$ cat config.mk
export PLATFORM = sky130hd
export DESIGN_NAME = ser_lane_tx
export DESIGN_NICKNAME = d
export VERILOG_FILES = /design/src/rtl/ser_pkg.sv /design/src/rtl/ser_load_gen.sv /design/src/rtl/ser_shift_reg.sv /design/src/rtl/ser_out_stage.sv /design/src/rtl/ser_lane_tx.sv
export SDC_FILE = /design/constraint.sdc
export NUM_CORES = 1
export LEC_CHECK = 0
export BUFFER_PORTS_ARGS = -buffer_cell sky130_fd_sc_hd__buf_2
export CAP_MARGIN = 20
export CORE_AREA = 2 2 39 41
export DETAILED_ROUTE_END_ITERATION = 10
export DIE_AREA = 0 0 41 43
export GPL_TIMING_DRIVEN = 0
export PLACE_DENSITY_LB_ADDON = 0.15
export SLEW_MARGIN = 10
export SYNTH_ARGS = -nofsm -noshare
export SYNTH_HDL_FRONTEND = slang
export SYNTH_SLANG_ARGS = --single-unit
$ cat constraint.sdc
create_clock -name bit_clk -period 3.5 [get_ports bit_clk]
set_clock_uncertainty 0.05 [all_clocks]
set_input_delay 0.175 -clock bit_clk [delete_from_list [all_inputs] [get_ports bit_clk]]
set_output_delay 0.175 -clock bit_clk [all_outputs]
set_load 0.005 [all_outputs]
$ cat src/rtl/ser_pkg.sv
package ser_pkg;

  localparam int SER_MAX_W = 10;

  typedef logic [SER_MAX_W-1:0] ser_word_t;

  // Serialization factors the lane supports.
  function automatic bit factor_ok(input int j);
    return (j == 3) || (j == 4) || (j == 6) || (j == 7) || (j == 8) || (j == 10);
  endfunction

  // A divisor is legal when it is 1, or even and a whole number of periods fits in a word.
  function automatic bit div_ok(input int j, input int d);
    if (d == 1) return 1'b1;
    return (d >= 2) && ((d % 2) == 0) && ((j % d) == 0);
  endfunction

  // Forwarded clock word: the bit sent i cycles after capture is high in the
  // first half of each D-cycle period; inv flips it for the center-aligned phase.
  function automatic ser_word_t fwd_pattern(input int j, input int d, input bit inv);
    ser_word_t p;
    p = '0;
    for (int i = 0; i < j; i++) begin
      int pos;
      pos = j - 1 - i;
      p[pos] = (((i % d) < (d / 2)) ? 1'b1 : 1'b0) ^ inv;
    end
    return p;
  endfunction

  // Mask of the used low bits for factor j.
  function automatic ser_word_t use_mask(input int j);
    ser_word_t m;
    m = '0;
    for (int i = 0; i < j; i++) m[i] = 1'b1;
    return m;
  endfunction

endpackage

$ cat src/rtl/ser_load_gen.sv
module ser_load_gen #(
  parameter int J = 10
) (
  input  logic bit_clk,
  input  logic rst_n,
  output logic take
);
  localparam int CW = $clog2(J);
  localparam logic [CW-1:0] LAST = CW'(J - 1);

  logic [CW-1:0] cnt;

  assign take = (cnt == LAST);

  always_ff @(posedge bit_clk or negedge rst_n) begin
    if (!rst_n)    cnt <= LAST;
    else if (take) cnt <= '0;
    else           cnt <= cnt + CW'(1);
  end

  AST_TAKE_SINGLE: assert property (@(posedge bit_clk) disable iff (!rst_n)
    take |=> !take) else $error("take strobe lasted more than one cycle");

endmodule

$ cat src/rtl/ser_shift_reg.sv
module ser_shift_reg #(
  parameter int W = 10,
  parameter int J = 10
) (
  input  logic         bit_clk,
  input  logic         rst_n,
  input  logic         load,
  input  logic [W-1:0] din,
  output logic         ser_bit,
  output logic         valid
);
  logic [W-1:0] sreg;

  always_ff @(posedge bit_clk or negedge rst_n) begin
    if (!rst_n) begin
      sreg  <= '0;
      valid <= 1'b0;
    end else if (load) begin
      sreg  <= din;
      valid <= 1'b1;
    end else begin
      sreg  <= {sreg[W-2:0], 1'b0};
    end
  end

  assign ser_bit = sreg[J-1];

  AST_LOAD_CAPTURE: assert property (@(posedge bit_clk) disable iff (!rst_n)
    load |=> (sreg == $past(din))) else $error("word not captured");

  AST_SHIFT_STEP: assert property (@(posedge bit_clk) disable iff (!rst_n)
    (!load && valid) |=> (sreg[J-1] == $past(sreg[J-2]))) else $error("shift skipped");

  AST_QUIET_BEFORE_LOAD: assert property (@(posedge bit_clk) disable iff (!rst_n)
    !valid |-> !ser_bit) else $error("output active before first load");

endmodule

$ cat src/rtl/ser_out_stage.sv
module ser_out_stage #(
  parameter bit CLOCK_LANE = 1'b0,
  parameter int FWD_DIV    = 1,
  parameter bit FWD_INVERT = 1'b0
) (
  input  logic bit_clk,
  input  logic valid,
  input  logic ser_bit,
  output logic lane_out
);
  localparam bit PASS_CLK = CLOCK_LANE && (FWD_DIV == 1);

  generate
    if (PASS_CLK) begin : g_pass_clk
      logic unused_ser;
      assign unused_ser = ser_bit;
      assign lane_out   = valid & (bit_clk ^ FWD_INVERT);
    end else begin : g_shift_out
      logic unused_clk;
      assign unused_clk = bit_clk ^ valid;
      assign lane_out   = ser_bit;
    end
  endgenerate

endmodule

$ cat src/rtl/ser_lane_tx.sv
module ser_lane_tx
  import ser_pkg::*;
#(
  parameter int W          = SER_MAX_W,
  parameter int FACTOR     = 10,
  parameter bit CLOCK_LANE = 1'b0,
  parameter int FWD_DIV    = 1,
  parameter bit FWD_INVERT = 1'b0
) (
  input  logic         bit_clk,
  input  logic         rst_n,
  input  logic [W-1:0] par_in,
  output logic         word_take,
  output logic         ser_out
);
  localparam ser_word_t FWD_WORD = fwd_pattern(FACTOR, FWD_DIV, FWD_INVERT);
  localparam ser_word_t MASK     = use_mask(FACTOR);
  localparam bit        LEGAL    = factor_ok(FACTOR) &&
                                   (!CLOCK_LANE || div_ok(FACTOR, FWD_DIV)) &&
                                   (W == SER_MAX_W);

  generate
    if (!LEGAL) begin : g_bad_setting
      $error("ser_lane_tx: illegal factor/divisor/width combination");
    end
  endgenerate

  // Named internal events for the checks.
  logic      take_evt;
  logic      word_valid;
  logic      shift_bit;
  ser_word_t load_word;

  ser_load_gen #(.J(FACTOR)) u_load_gen (
    .bit_clk (bit_clk),
    .rst_n   (rst_n),
    .take    (take_evt)
  );

  assign load_word = CLOCK_LANE ? FWD_WORD : (ser_word_t'(par_in) & MASK);

  ser_shift_reg #(.W(SER_MAX_W), .J(FACTOR)) u_shift (
    .bit_clk (bit_clk),
    .rst_n   (rst_n),
    .load    (take_evt),
    .din     (load_word),
    .ser_bit (shift_bit),
    .valid   (word_valid)
  );

  ser_out_stage #(
    .CLOCK_LANE (CLOCK_LANE),
    .FWD_DIV    (FWD_DIV),
    .FWD_INVERT (FWD_INVERT)
  ) u_out (
    .bit_clk  (bit_clk),
    .valid    (word_valid),
    .ser_bit  (shift_bit),
    .lane_out (ser_out)
  );

  assign word_take = take_evt;

  AST_VALID_AFTER_TAKE: assert property (@(posedge bit_clk) disable iff (!rst_n)
    $rose(word_valid) |-> $past(take_evt)) else $error("valid without capture");

  generate
    if (CLOCK_LANE && FWD_DIV > 1) begin : g_fwd_checks
      AST_FWD_PERIOD: assert property (@(posedge bit_clk) disable iff (!rst_n)
        (word_valid && $past(word_valid, FWD_DIV)) |-> (ser_out == $past(ser_out, FWD_DIV)))
        else $error("forwarded clock period broken");
      AST_FWD_ALIGN: assert property (@(posedge bit_clk) disable iff (!rst_n)
        $rose(word_valid) |-> (ser_out == !FWD_INVERT))
        else $error("forwarded clock phase wrong");
    end
  endgenerate

endmodule

==> results_tabular.tex, run 1 <==
\begin{tabular}{lr}
\hline
Metric & Value \\
\hline
\multicolumn{2}{l}{\textbf{Final layout}} \\
\quad \# fillers & 123 \\
\quad Final Util & 50.1\% \\
\quad Most frequent standard cell in the layout excluding fill and tap cells & sky130\_fd\_sc\_hd\_\_buf\_2 \\
\quad Ratio of cells with drive above 1 in the final layout & 63.0\% \\
\quad Commonest cells after routing, fill and taps aside & 13 x sky130\_fd\_sc\_hd\_\_buf\_2, 12 x sky130\_fd\_sc\_hd\_\_dfrtp\_1, 10 x sky130\_fd\_sc\_hd\_\_mux2\_2 \\
\quad Net total in the final layout & 67 \\
\quad Layout area overhead & 23.4\% \\
\quad ANT cells & 0 \\
\multicolumn{2}{l}{\textbf{Global route}} \\
\quad Number of antenna violations at the first check in global routing & 0 \\
\quad Largest net degree at the start of global routing & 15 \\
\quad GRT overflow & 0 \\
\quad Global-route wire length before repair & 1.32 mm \\
\quad Number of global-route vias before repair & 324 \\
\quad Overall global routing resource usage & 11.3\% \\
\multicolumn{2}{l}{\textbf{STA}} \\
\quad Final number of hold-violating endpoints & 0 \\
\quad Setup TNS & 0 ps \\
\quad Setup repair after global routing missed its margin & no \\
\quad Rel. slew slack & 80.3\% \\
\quad Period Utilization, post-route & 49.0\% \\
\quad Tightest Pin Transition & slightly below 300 ps \\
\quad Min Clock Period, post-route & 1710 ps \\
\quad Final Max Tran Viols & 0 \\
\quad Final setup violation count & 0 \\
\quad Highest Clock Rate & 0.583 GHz \\
\multicolumn{2}{l}{\textbf{Die}} \\
\quad Floorplan die area & 0.00176 sq mm \\
\quad Die Span X & 41 um \\
\quad Starting utilization of the core area & 40.6\% \\
\quad Cell row count & 14 \\
\quad Area inside the core boundary & 0.00138 sq mm \\
\quad Die height & 43 um \\
\quad Top Ports & 14 \\
\multicolumn{2}{l}{\textbf{Worst setup path}} \\
\quad Crit Path Class & flip-flop to output port \\
\quad Arrival @ worst endpoint & $\sim$1500 ps \\
\quad Critical path peak fanout & 10 \\
\quad Required time of the critical path & 3270 ps \\
\quad Reg2Reg Setup Slack & $\sim$1900 ps \\
\quad Reg-to-reg endpoint & u\_shift.sreg[6] \\
\quad Startpoint of the worst setup timing path & u\_load\_gen.cnt[3] \\
\quad CP startpoint kind & flip-flop \\
\quad Crit path capture & word\_take \\
\quad Worst-case reg-to-reg path depth & 4 \\
\quad Largest delay contributor family on the critical path & flip-flops \\
\quad Critical Path Max Stage Delay & 550 ps \\
\quad Buffers and inverters on the worst path & 2 \\
\quad Max stage delay cell, worst path & sky130\_fd\_sc\_hd\_\_dfstp\_2 \\
\quad Launch instance of the worst register-to-register path & u\_load\_gen.cnt[3] \\
\quad Number of stages on the worst setup path & 4 \\
\quad Series of cell instances along the critical path & nor2b\_4 -> nor3b\_4 -> buf\_6 -> buf\_2 \\
\quad Kind of end point of the critical path & output port \\
\multicolumn{2}{l}{\textbf{Clock network}} \\
\quad Level count of the clock H-tree & 1 \\
\quad Root buffer selected by CTS & sky130\_fd\_sc\_hd\_\_clkbuf\_4 \\
\quad TritonCTS clock tree & done \\
\quad Number of clock buffers inserted by TritonCTS & 3 \\
\quad Number of clock sinks seen by CTS & 14 \\
\quad CTS Buffer Depth & 2 \\
\quad Clock latency of the later-clocked register in the worst-skew pair & 270 ps \\
\quad Clock slew seen by the registers of the worst setup and hold paths & 80 ps \\
\multicolumn{2}{l}{\textbf{Place}} \\
\quad Post-detail-place hpwl & 655 um \\
\quad Number of buffers added on ports & 13 \\
\quad GP Congestion & 0.605 \\
\multicolumn{2}{l}{\textbf{Logic synthesis}} \\
\quad Fraction of the mapped netlist area in simple logic gates & 9.35\% \\
\quad Area fraction in compound gates after synthesis & under 10\% \\
\quad Post-synthesis adder-cell area fraction & 0\% \\
\quad Post-synthesis sequential area ratio & 62.8\% \\
\quad Post-synthesis register bit count & 14 \\
\quad Count of yosys warnings during synthesis & 0 \\
\quad Net count after synthesis & 48 \\
\quad Largest family of logic cells by synthesized area & multiplexers \\
\quad Post-synthesis mux area share & between 20 and 25\% \\
\quad Xor-xnor portion of the synthesized cell area & 1.56\% \\
\quad Count of mapped cells out of synthesis & 36 \\
\quad Post-synth cell types & 14 \\
\quad Synthesized area & 562 sq um \\
\quad Average footprint of a synthesized cell & 15.6 sq um \\
\multicolumn{2}{l}{\textbf{Pwr}} \\
\quad Worst vdd ir & 0.000198 V \\
\quad Power density of the placed cells & 413 mW/mm\^{}2 \\
\quad Static leakage & 0.362 nW \\
\quad Overall power after layout & between 0.2 and 0.3 mW \\
\multicolumn{2}{l}{\textbf{Drt}} \\
\quad Detail-routed via count per cell & 4.70 \\
\quad Antenna-violating nets left & 0 \\
\quad Number of DRC violations after detailed-routing iteration 0 & 4 \\
\quad Detailed Route WL & 826 um \\
\quad First-pass iteration count of the detailed router & 2 \\
\quad DRC violation count after routing & 0 \\
\quad Wire per inst & 11.8 um \\
\quad Number of vias in the routed layout & roughly 330 \\
\multicolumn{2}{l}{\textbf{Status}} \\
\quad Outcome & completed \\
\multicolumn{2}{l}{\textbf{Run}} \\
\quad Maximum capacitance violations & 0 \\
\multicolumn{2}{l}{\textbf{Hold path}} \\
\quad Classification of the worst-slack hold path & primary input to flip-flop \\
\hline
\end{tabular}
==> cell families (layout without fill, tap and decap cells) <==
group | Yosys count | count (layout)
flops | 14 | 14
mux | 10 | 10
simple gates | 6 | 6
buf+inv | 3 | 21
compound gates | 2 | 2
xor+xnor | 1 | 1
==> layout make-up <==
| type | instances | area (sq um) | share of cell area [%] |
|---|---|---|---|
| sequential | 14 | 353 | 50.9 |
| multi-input combinational | 19 | 190 | 27.4 |
| timing repair buffer | 14 | 75.1 | 10.8 |
| clock buffer | 4 | 36.3 | 5.23 |
| tap | 16 | 20.0 | 2.89 |
| buffer | 1 | 11.3 | 1.62 |
| inverter | 2 | 7.51 | 1.08 |
==> synthesized netlist by cell type (all sizes together) <==
master	instances	share of area, %
xnor2	1	1.6
dfstp	2	9.4
a221o	1	2.0
mux2	10	20
inv	2	1.3
nor3	1	0.89
and2	1	1.3
nand2	1	0.67
buf	1	2.0
dfrtp	12	53
o21ai	1	0.89
nor3b	1	3.3
nor2b	1	2.4
nor2	1	0.67
==> report_power, final <==
part	switching, mW	total [mW]	internal, mW
Combinational	0.00584	0.0152	0.00938
Clock	0.0452	0.108	0.0631
Sequential	0.000116	0.163	0.163
Total	0.0511	0.287	0.235
==> metrics by stage <==
step | instances | hold slack, ps | worst slack, ps | cell area [sq um]
floorplan | 36 | -171 | 1980 | 562
global placement | 65 | 18.0 | 1930 | 647
detailed placement | 65 | 29.1 | 1870 | 647
CTS | 70 | 60.2 | 1750 | 693
global route | 70 | 62.3 | 1670 | 693
finish | 70 | 69.4 | 1790 | 693
==> layer usage <==
metal  GRT usage (%)  vias to the layer above  wire length [um]
li1                -                      158                 -
met1            13.7                      161               339
met2            17.2                       10               430
met3            3.14                        0                57
met4            6.00                        0                 0
met5               0                        -                 0
==> how the worst min path moves through the flow <==
| stage | slack (ps) | from | cells after the start | end |
|---|---|---|---|---|
| CTS | 60 | par_in[0] | 2 | u_shift.sreg[0] |
| detailed placement | 30 | rst_n | 1 | u_shift.sreg[8] |
| global route | 60 | par_in[0] | 2 | u_shift.sreg[0] |
| global placement | 20 | rst_n | 1 | u_shift.sreg[6] |
| finish | 70 | par_in[0] | 2 | u_shift.sreg[0] |
| floorplan | -170 | rst_n | 0 | u_load_gen.cnt[1] |
==> timing repair <==
item | 4_1_cts | 5_1_grt
hold buffers | 1 | 0
resized for setup | 0 | 0
buffers inserted | 0 | 0
endpoints found under the hold margin | 13 | 0
==> worst register-to-register path, cell delays in order (launching register included) <==
cell,delay [ps]
sky130_fd_sc_hd__dfstp_2,550
sky130_fd_sc_hd__nor2b_4,150
sky130_fd_sc_hd__nor3b_4,230
sky130_fd_sc_hd__buf_6,180
sky130_fd_sc_hd__mux2_2,350
==> state kept, by name, indices dropped and copies added, names as in the netlist <==
register        cells
u_shift.sreg       10
u_load_gen.cnt      4
(Power assumes the default switching activity.)
==> inputs of run 2 (changes only) <==
clock period = 1.6 ns   (was 3.5 ns; I/O delays follow)
==> results_tabular.tex, run 2 (synthesis results as in run 1) <==
\begin{tabular}{lr}
\hline
Metric & Value \\
\hline
\multicolumn{2}{l}{\textbf{Status}} \\
\quad Outcome & finished with violations \\
\quad Violated checks & negative setup slack \\
\multicolumn{2}{l}{\textbf{Hold path}} \\
\quad Hold-critical path depth & 2 (unchanged) \\
\quad Classification of the worst-slack hold path & primary input to flip-flop \\
\multicolumn{2}{l}{\textbf{Clock network}} \\
\quad Root buffer selected by CTS & sky130\_fd\_sc\_hd\_\_clkbuf\_4 \\
\quad Clock latency of the later-clocked register in the worst-skew pair & 270 ps (about the same) \\
\quad TritonCTS clock tree & done \\
\quad Level count of the clock H-tree & 1 (unchanged) \\
\quad Number of clock sinks seen by CTS & 14 (unchanged) \\
\quad CTS Buffer Depth & 2 (unchanged) \\
\quad Clock slew seen by the registers of the worst setup and hold paths & 70 ps (about the same) \\
\quad Number of clock buffers inserted by TritonCTS & 3 (unchanged) \\
\multicolumn{2}{l}{\textbf{Global route}} \\
\quad Overall global routing resource usage & 12.6\% (+1.3 points) \\
\quad GRT overflow & 0 (unchanged) \\
\quad Number of antenna violations at the first check in global routing & 0 (unchanged) \\
\quad Largest net degree at the start of global routing & 15 (unchanged) \\
\quad Global-route wire length before repair & 1.47 mm (+12\%) \\
\quad Number of global-route vias before repair & 376 (+16\%) \\
\multicolumn{2}{l}{\textbf{Drt}} \\
\quad First-pass iteration count of the detailed router & 4 (+2) \\
\quad Wire per inst & 12.2 um (+3.6\%) \\
\quad Detailed Route WL & 1.00 mm (+21\%) \\
\quad DRC violation count after routing & 0 (unchanged) \\
\quad Number of vias in the routed layout & 378 (+15\%) \\
\quad Antenna-violating nets left & 0 (unchanged) \\
\quad Number of DRC violations after detailed-routing iteration 0 & 3 (-1) \\
\quad Detail-routed via count per cell & 4.61 (-1.9\%) \\
\multicolumn{2}{l}{\textbf{Place}} \\
\quad Count of placed standard cells including taps & 65 (unchanged) \\
\quad Number of buffers added on ports & 13 (unchanged) \\
\quad GP Congestion & 0.605 (unchanged) \\
\quad Post-detail-place hpwl & 655 um (unchanged) \\
\quad Placed cell areas & 647 sq um (unchanged) \\
\multicolumn{2}{l}{\textbf{Die}} \\
\quad Die Span X & 41 um (unchanged) \\
\quad Starting utilization of the core area & 40.6\% (unchanged) \\
\quad Floorplan die area & 0.00176 sq mm (unchanged) \\
\quad Area inside the core boundary & 0.00138 sq mm (unchanged) \\
\quad Top Ports & 14 (unchanged) \\
\quad Die height & 43 um (unchanged) \\
\quad Cell row count & 14 (unchanged) \\
\multicolumn{2}{l}{\textbf{Worst setup path}} \\
\quad Kind of end point of the critical path & flip-flop \\
\quad Series of cell instances along the critical path & nor2b\_4 -> nor3b\_4 -> buf\_6 -> mux2\_2 \\
\quad Critical path peak fanout & 5 (-5) \\
\quad Arrival @ worst endpoint & 1720 ps (+230 ps) \\
\quad CP startpoint kind & flip-flop \\
\quad Crit Path Class & flip-flop to flip-flop \\
\quad Critical Path Max Stage Delay & 540 ps (about the same) \\
\quad Max stage delay cell, worst path & sky130\_fd\_sc\_hd\_\_dfstp\_2 \\
\quad Required time of the critical path & 1700 ps (-1570 ps) \\
\quad Worst-case reg-to-reg path depth & 4 (unchanged) \\
\multicolumn{2}{l}{\textbf{Pwr}} \\
\quad Static leakage & 0.446 nW (+23\%) \\
\quad Switching power share of the total & 17.8\% (-0.031 points) \\
\quad Reported net switching power & 0.115 mW (+130\%) \\
\quad Power density of the placed cells & 777 mW/mm\^{}2 (+88\%) \\
\quad Internal power summed over all cells & 0.531 mW (+130\%) \\
\quad Sequential cell fraction of total power & 55.2\% (-1.7 points) \\
\quad Worst vdd ir & 0.000440 V (+120\%) \\
\quad Combinational power share & 8.2\% (+2.9 points) \\
\quad Clock share of power & 36.6\% (-1.2 points) \\
\multicolumn{2}{l}{\textbf{STA}} \\
\quad Final setup violation count & 3 (+3) \\
\quad Period Utilization, post-route & 101\% \\
\quad Setup repair after global routing missed its margin & yes \\
\quad Final Max Tran Viols & 0 (unchanged) \\
\quad Final number of hold-violating endpoints & 0 (unchanged) \\
\quad Final setup margin & -16.2 ps (-1800 ps) \\
\quad Setup TNS & -35.6 ps (-35.6 ps) \\
\quad Tightest Pin Transition & 301 ps (+4.29 ps) \\
\quad Rel. slew slack & 80.0\% (-0.29 points) \\
\quad Min Clock Period, post-route & 1620 ps \\
\quad Final Hold Slack & 6.14 ps (-63.3 ps) \\
\quad Highest Clock Rate & 0.619 GHz \\
\multicolumn{2}{l}{\textbf{Final layout}} \\
\quad \# fillers & 107 (-13\%) \\
\quad Layout area overhead & 48.1\% \\
\quad Layout Cell Area excl Fill & 832 sq um (+20\%) \\
\quad Net total in the final layout & 79 (+18\%) \\
\quad Commonest cells after routing, fill and taps aside & 12 x sky130\_fd\_sc\_hd\_\_buf\_2, 12 x sky130\_fd\_sc\_hd\_\_dfrtp\_1, 9 x sky130\_fd\_sc\_hd\_\_dlygate4sd3\_1 \\
\quad Largest register by flop count & u\_shift.sreg \\
\quad Multi-input gate area in the final layout & 209 sq um (+9.9\%) \\
\quad Largest registers & u\_shift.sreg x10, u\_load\_gen.cnt x4 \\
\quad Ratio of cells with drive above 1 in the final layout & 57.6\% (-5.4 points) \\
\quad Register Area & 353 sq um (unchanged) \\
\quad ANT cells & 0 (unchanged) \\
\quad Non-filler cells, final & 82 (+17\%) \\
\quad Max FFs per register & 10 (unchanged) \\
\multicolumn{2}{l}{\textbf{Run}} \\
\quad Maximum capacitance violations & 0 (unchanged) \\
\hline
\end{tabular}
## run 2: cell types whose count changed in the layout (fill, tap and decap cells not counted)
cell                            change
sky130_fd_sc_hd__buf_2              -1
sky130_fd_sc_hd__buf_4              +3
sky130_fd_sc_hd__buf_6              +2
sky130_fd_sc_hd__dlygate4sd3_1      +8
sky130_fd_sc_hd__mux2_2             -5
sky130_fd_sc_hd__mux2_4             +5
## run 2: repair_timing
action	4_1_cts	5_1_grt
gates resized for setup	1	7
hold buffers	9	0
setup endpoints to repair	9	10
setup buffers	2	1
endpoints found under the hold margin	22	0
cloned	1	0
## run 2: power groups by stage
stage	Combinational [mW]	Clock, mW	Sequential [mW]
after detailed placement	0.0325	0	0.364
final	0.0531	0.237	0.357
after CTS	0.0493	0.250	0.357
after global placement	0.0303	0	0.363
after floorplan	0.0110	0	0.364
after global routing	0.0594	0.264	0.357
## run 2: metal layers
layer  routed length (um)  track usage (%)  up-vias
li1                     -                -      181
met1                  414             13.1      185
met2                  539             21.9       12
met3                   49             3.14        0
met4                    0             6.00        0
met5                    0                0        -
## run 2: worst paths after layout
check,start,end,slack (ps)
worst min register to register,u_shift.sreg[8],u_shift.sreg[9],430
worst max register to register,u_load_gen.cnt[3],u_shift.sreg[6],-20
worst max-delay path,u_load_gen.cnt[3],u_shift.sreg[6],-20
min in group asynchronous,rst_n,u_shift.sreg[5],180
max in group asynchronous,rst_n,u_load_gen.cnt[3],1030
worst min-delay path,par_in[8],u_shift.sreg[8],6
## run 2: final cells by class
type / instances / area share (%)
flip-flops and latches: 14 / 42.4
multi-input cells: 19 / 25.1
repair buffers: 26 / 23.5
clock buffers: 4 / 4.36
well taps: 16 / 2.41
plain buffers: 1 / 1.35
inverters: 2 / 0.902
## run 2: critical path, delay by kind of cell (launching register included)
kind | cells | cell delay, ps
DFF | 1 | 540
buffers and inverters | 1 | 160
and+or+nand+nor | 2 | 420
muxes | 1 | 340
## run 2: stage by stage
stage               utilization [%]  setup slack, ps  power, mW
global route                   60.1            -80.3      0.680
finish                         60.1            -16.2      0.646
CTS                            57.5             7.43      0.656
floorplan                         -             83.4      0.375
global placement               46.7             26.7      0.394
detailed placement             46.7            -30.9      0.396
==> inputs of run 3 (changes only) <==
HOLD_SLACK_MARGIN = 0.1   (was default)
RECOVER_POWER = 50   (was default)
==> results_tabular.tex, run 3 (synthesis results as in run 1) <==
\begin{tabular}{lr}
\hline
Metric & Value \\
\hline
\multicolumn{2}{l}{\textbf{Status}} \\
\quad Outcome & finished with violations \\
\quad Violated checks & negative setup slack \\
\multicolumn{2}{l}{\textbf{Clock network}} \\
\quad Level count of the clock H-tree & 1 (unchanged) \\
\quad Number of clock sinks seen by CTS & 14 (unchanged) \\
\quad TritonCTS clock tree & done \\
\quad Root buffer selected by CTS & sky130\_fd\_sc\_hd\_\_clkbuf\_4 \\
\quad Clock latency of the later-clocked register in the worst-skew pair & 270 ps (about the same) \\
\quad CTS Buffer Depth & 2 (unchanged) \\
\quad Number of clock buffers inserted by TritonCTS & 3 (unchanged) \\
\quad Clock slew seen by the registers of the worst setup and hold paths & 80 ps (about the same) \\
\multicolumn{2}{l}{\textbf{Pwr}} \\
\quad Reported net switching power & 0.116 mW (+0.34\%) \\
\quad Power density of the placed cells & 764 mW/mm\^{}2 (-1.7\%) \\
\quad Clock share of power & 36.4\% (-0.2 points) \\
\quad Overall power after layout & 0.650 mW (+0.49\%) \\
\quad Internal power summed over all cells & 0.534 mW (+0.53\%) \\
\quad Switching power share of the total & 17.8\% (-0.028 points) \\
\quad Static leakage & 0.452 nW (+1.3\%) \\
\quad Sequential cell fraction of total power & 54.9\% (-0.3 points) \\
\quad Worst vdd ir & 0.000442 V (+0.46\%) \\
\quad Combinational power share & 8.7\% (+0.5 points) \\
\multicolumn{2}{l}{\textbf{Final layout}} \\
\quad Most frequent standard cell in the layout excluding fill and tap cells & sky130\_fd\_sc\_hd\_\_dfrtp\_1 \\
\quad Non-filler cells, final & 84 (+2.4\%) \\
\quad Commonest cells after routing, fill and taps aside & 12 x sky130\_fd\_sc\_hd\_\_dfrtp\_1, 11 x sky130\_fd\_sc\_hd\_\_dlygate4sd3\_1, 11 x sky130\_fd\_sc\_hd\_\_buf\_2 \\
\quad Layout area overhead & 51.4\% \\
\quad Net total in the final layout & 81 (+2.5\%) \\
\quad Largest register by flop count & u\_shift.sreg \\
\quad Max FFs per register & 10 (unchanged) \\
\quad Final Util & 61.5\% (+1.4 points) \\
\quad Largest registers & u\_shift.sreg x10, u\_load\_gen.cnt x4 \\
\quad Ratio of cells with drive above 1 in the final layout & 54.4\% (-3.2 points) \\
\quad ANT cells & 0 (unchanged) \\
\multicolumn{2}{l}{\textbf{STA}} \\
\quad Setup repair after global routing missed its margin & yes \\
\quad Final number of hold-violating endpoints & 0 (unchanged) \\
\quad Final Max Tran Viols & 0 (unchanged) \\
\quad Tightest Pin Transition & 719 ps (+418 ps) \\
\quad Rel. slew slack & 52.1\% (-28 points) \\
\quad Min Clock Period, post-route & 1620 ps (-0.708 ps) \\
\quad Period Utilization, post-route & 101\% (about the same) \\
\quad Final setup margin & -15.5 ps (+0.708 ps) \\
\quad Final Hold Slack & 330 ps (+323 ps) \\
\quad Final setup violation count & 4 (+1) \\
\quad Highest Clock Rate & 0.619 GHz (about the same) \\
\quad Setup TNS & -43.7 ps (-8.07 ps) \\
\multicolumn{2}{l}{\textbf{Worst setup path}} \\
\quad Kind of end point of the critical path & flip-flop \\
\quad Crit Path Class & flip-flop to flip-flop \\
\quad Series of cell instances along the critical path & nor2b\_4 -> nor3b\_4 -> buf\_6 -> mux2\_2 \\
\quad Required time of the critical path & 1700 ps (about the same) \\
\quad Critical path peak fanout & 5 (unchanged) \\
\quad Critical Path Max Stage Delay & 540 ps (about the same) \\
\quad CP startpoint kind & flip-flop \\
\quad Max stage delay cell, worst path & sky130\_fd\_sc\_hd\_\_dfstp\_2 \\
\quad Arrival @ worst endpoint & 1720 ps (about the same) \\
\multicolumn{2}{l}{\textbf{Drt}} \\
\quad Detailed Route WL & 1.02 mm (+1.9\%) \\
\quad Antenna-violating nets left & 0 (unchanged) \\
\quad Wire per inst & 12.2 um (-0.53\%) \\
\quad DRC violation count after routing & 0 (unchanged) \\
\quad Detail-routed via count per cell & 4.60 (-0.31\%) \\
\quad First-pass iteration count of the detailed router & 4 (unchanged) \\
\quad Number of DRC violations after detailed-routing iteration 0 & 3 (unchanged) \\
\quad Number of vias in the routed layout & 386 (+2.1\%) \\
\multicolumn{2}{l}{\textbf{Run}} \\
\quad Maximum capacitance violations & 0 (unchanged) \\
\multicolumn{2}{l}{\textbf{Global route}} \\
\quad GRT overflow & 0 (unchanged) \\
\quad Overall global routing resource usage & 12.4\% (-0.20 points) \\
\quad Number of antenna violations at the first check in global routing & 0 (unchanged) \\
\quad Global-route wire length before repair & 1.45 mm (-1.4\%) \\
\quad Number of global-route vias before repair & 375 (-0.27\%) \\
\quad Largest net degree at the start of global routing & 15 (unchanged) \\
\multicolumn{2}{l}{\textbf{Place}} \\
\quad Post-detail-place hpwl & 655 um (unchanged) \\
\quad Count of placed standard cells including taps & 65 (unchanged) \\
\quad Number of buffers added on ports & 13 (unchanged) \\
\quad GP Congestion & 0.605 (unchanged) \\
\multicolumn{2}{l}{\textbf{Die}} \\
\quad Cell row count & 14 (unchanged) \\
\quad Floorplan die area & 0.00176 sq mm (unchanged) \\
\quad Die Span X & 41 um (unchanged) \\
\quad Starting utilization of the core area & 40.6\% (unchanged) \\
\quad Area inside the core boundary & 0.00138 sq mm (unchanged) \\
\quad Top Ports & 14 (unchanged) \\
\quad Die height & 43 um (unchanged) \\
\multicolumn{2}{l}{\textbf{Hold path}} \\
\quad Classification of the worst-slack hold path & primary input to asynchronous set/reset pin \\
\hline
\end{tabular}
==> run 3: cell types whose count changed in the layout (fill, tap and decap cells not counted), sizes merged <==
cell / before / now
clkbuf: 4 / 5
dlygate4sd3: 9 / 11
buf: 18 / 17
==> run 3: layout make-up <==
type,count,area [sq um]
Buffer,1,11.3
Clock buffer,4,36.3
Fill cell,107,533
Inverter,2,7.51
Multi-Input combinational cell,19,209
Sequential cell,14,353
Tap cell,16,20.0
Timing Repair Buffer,28,214
==> run 3: critical path: cells and delay by family (launching register included) <==
kind	cells	cell delay, ps
multiplexers	1	330
buffers and inverters	1	160
AND/OR/NAND/NOR	2	430
flip-flops	1	540
==> run 3: routing by layer <==
layer	vias to the layer above	GRT usage (%)	share of wire [%]	wire (um)
met3	0	3.14	5.5	56
met1	189	13.1	41	420
met2	12	21.3	53	544
met5	-	0	0	0
li1	185	-	-	-
met4	0	6.00	0	0
==> run 3: power by group through the flow <==
stage,logic [mW],clock network (mW),registers [mW]
2_1_floorplan,0.0110,0,0.364
5_1_grt,0.0629,0.264,0.357
3_3_place_gp,0.0303,0,0.363
3_5_place_dp,0.0325,0,0.364
4_1_cts,0.0530,0.250,0.357
6_report,0.0566,0.236,0.357
==> run 3: per-stage QoR <==
stage / instance area (sq um) / worst slack, ps
floorplan: 562 / 83.4
global route: 851 / -80.3
CTS: 816 / 7.43
detailed placement: 647 / -30.9
global placement: 647 / 26.7
finish: 851 / -15.5
==> run 3: repair_timing <==
item | 4_1_cts | 5_1_grt
hold buffers | 11 | 0
hold endpoints to repair | 24 | 0
endpoints found under the setup margin | 9 | 10
gates cloned | 1 | 0
buffers inserted | 2 | 1
gates resized for setup | 1 | 7
==> run 3: path summary, 6_finish.rpt <==
path,start,endpoint,slack [ps],depth (start not counted)
setup reg to reg,u_load_gen.cnt[3],u_shift.sreg[8],-20,4
setup / recovery,u_load_gen.cnt[3],u_shift.sreg[8],-20,4
min in group bit_clk,u_shift.sreg[8],u_shift.sreg[9],440,1
hold reg to reg,u_shift.sreg[8],u_shift.sreg[9],440,1
hold / removal,rst_n,u_shift.sreg[5],330,2
max in group asynchronous,rst_n,u_load_gen.cnt[2],720,2
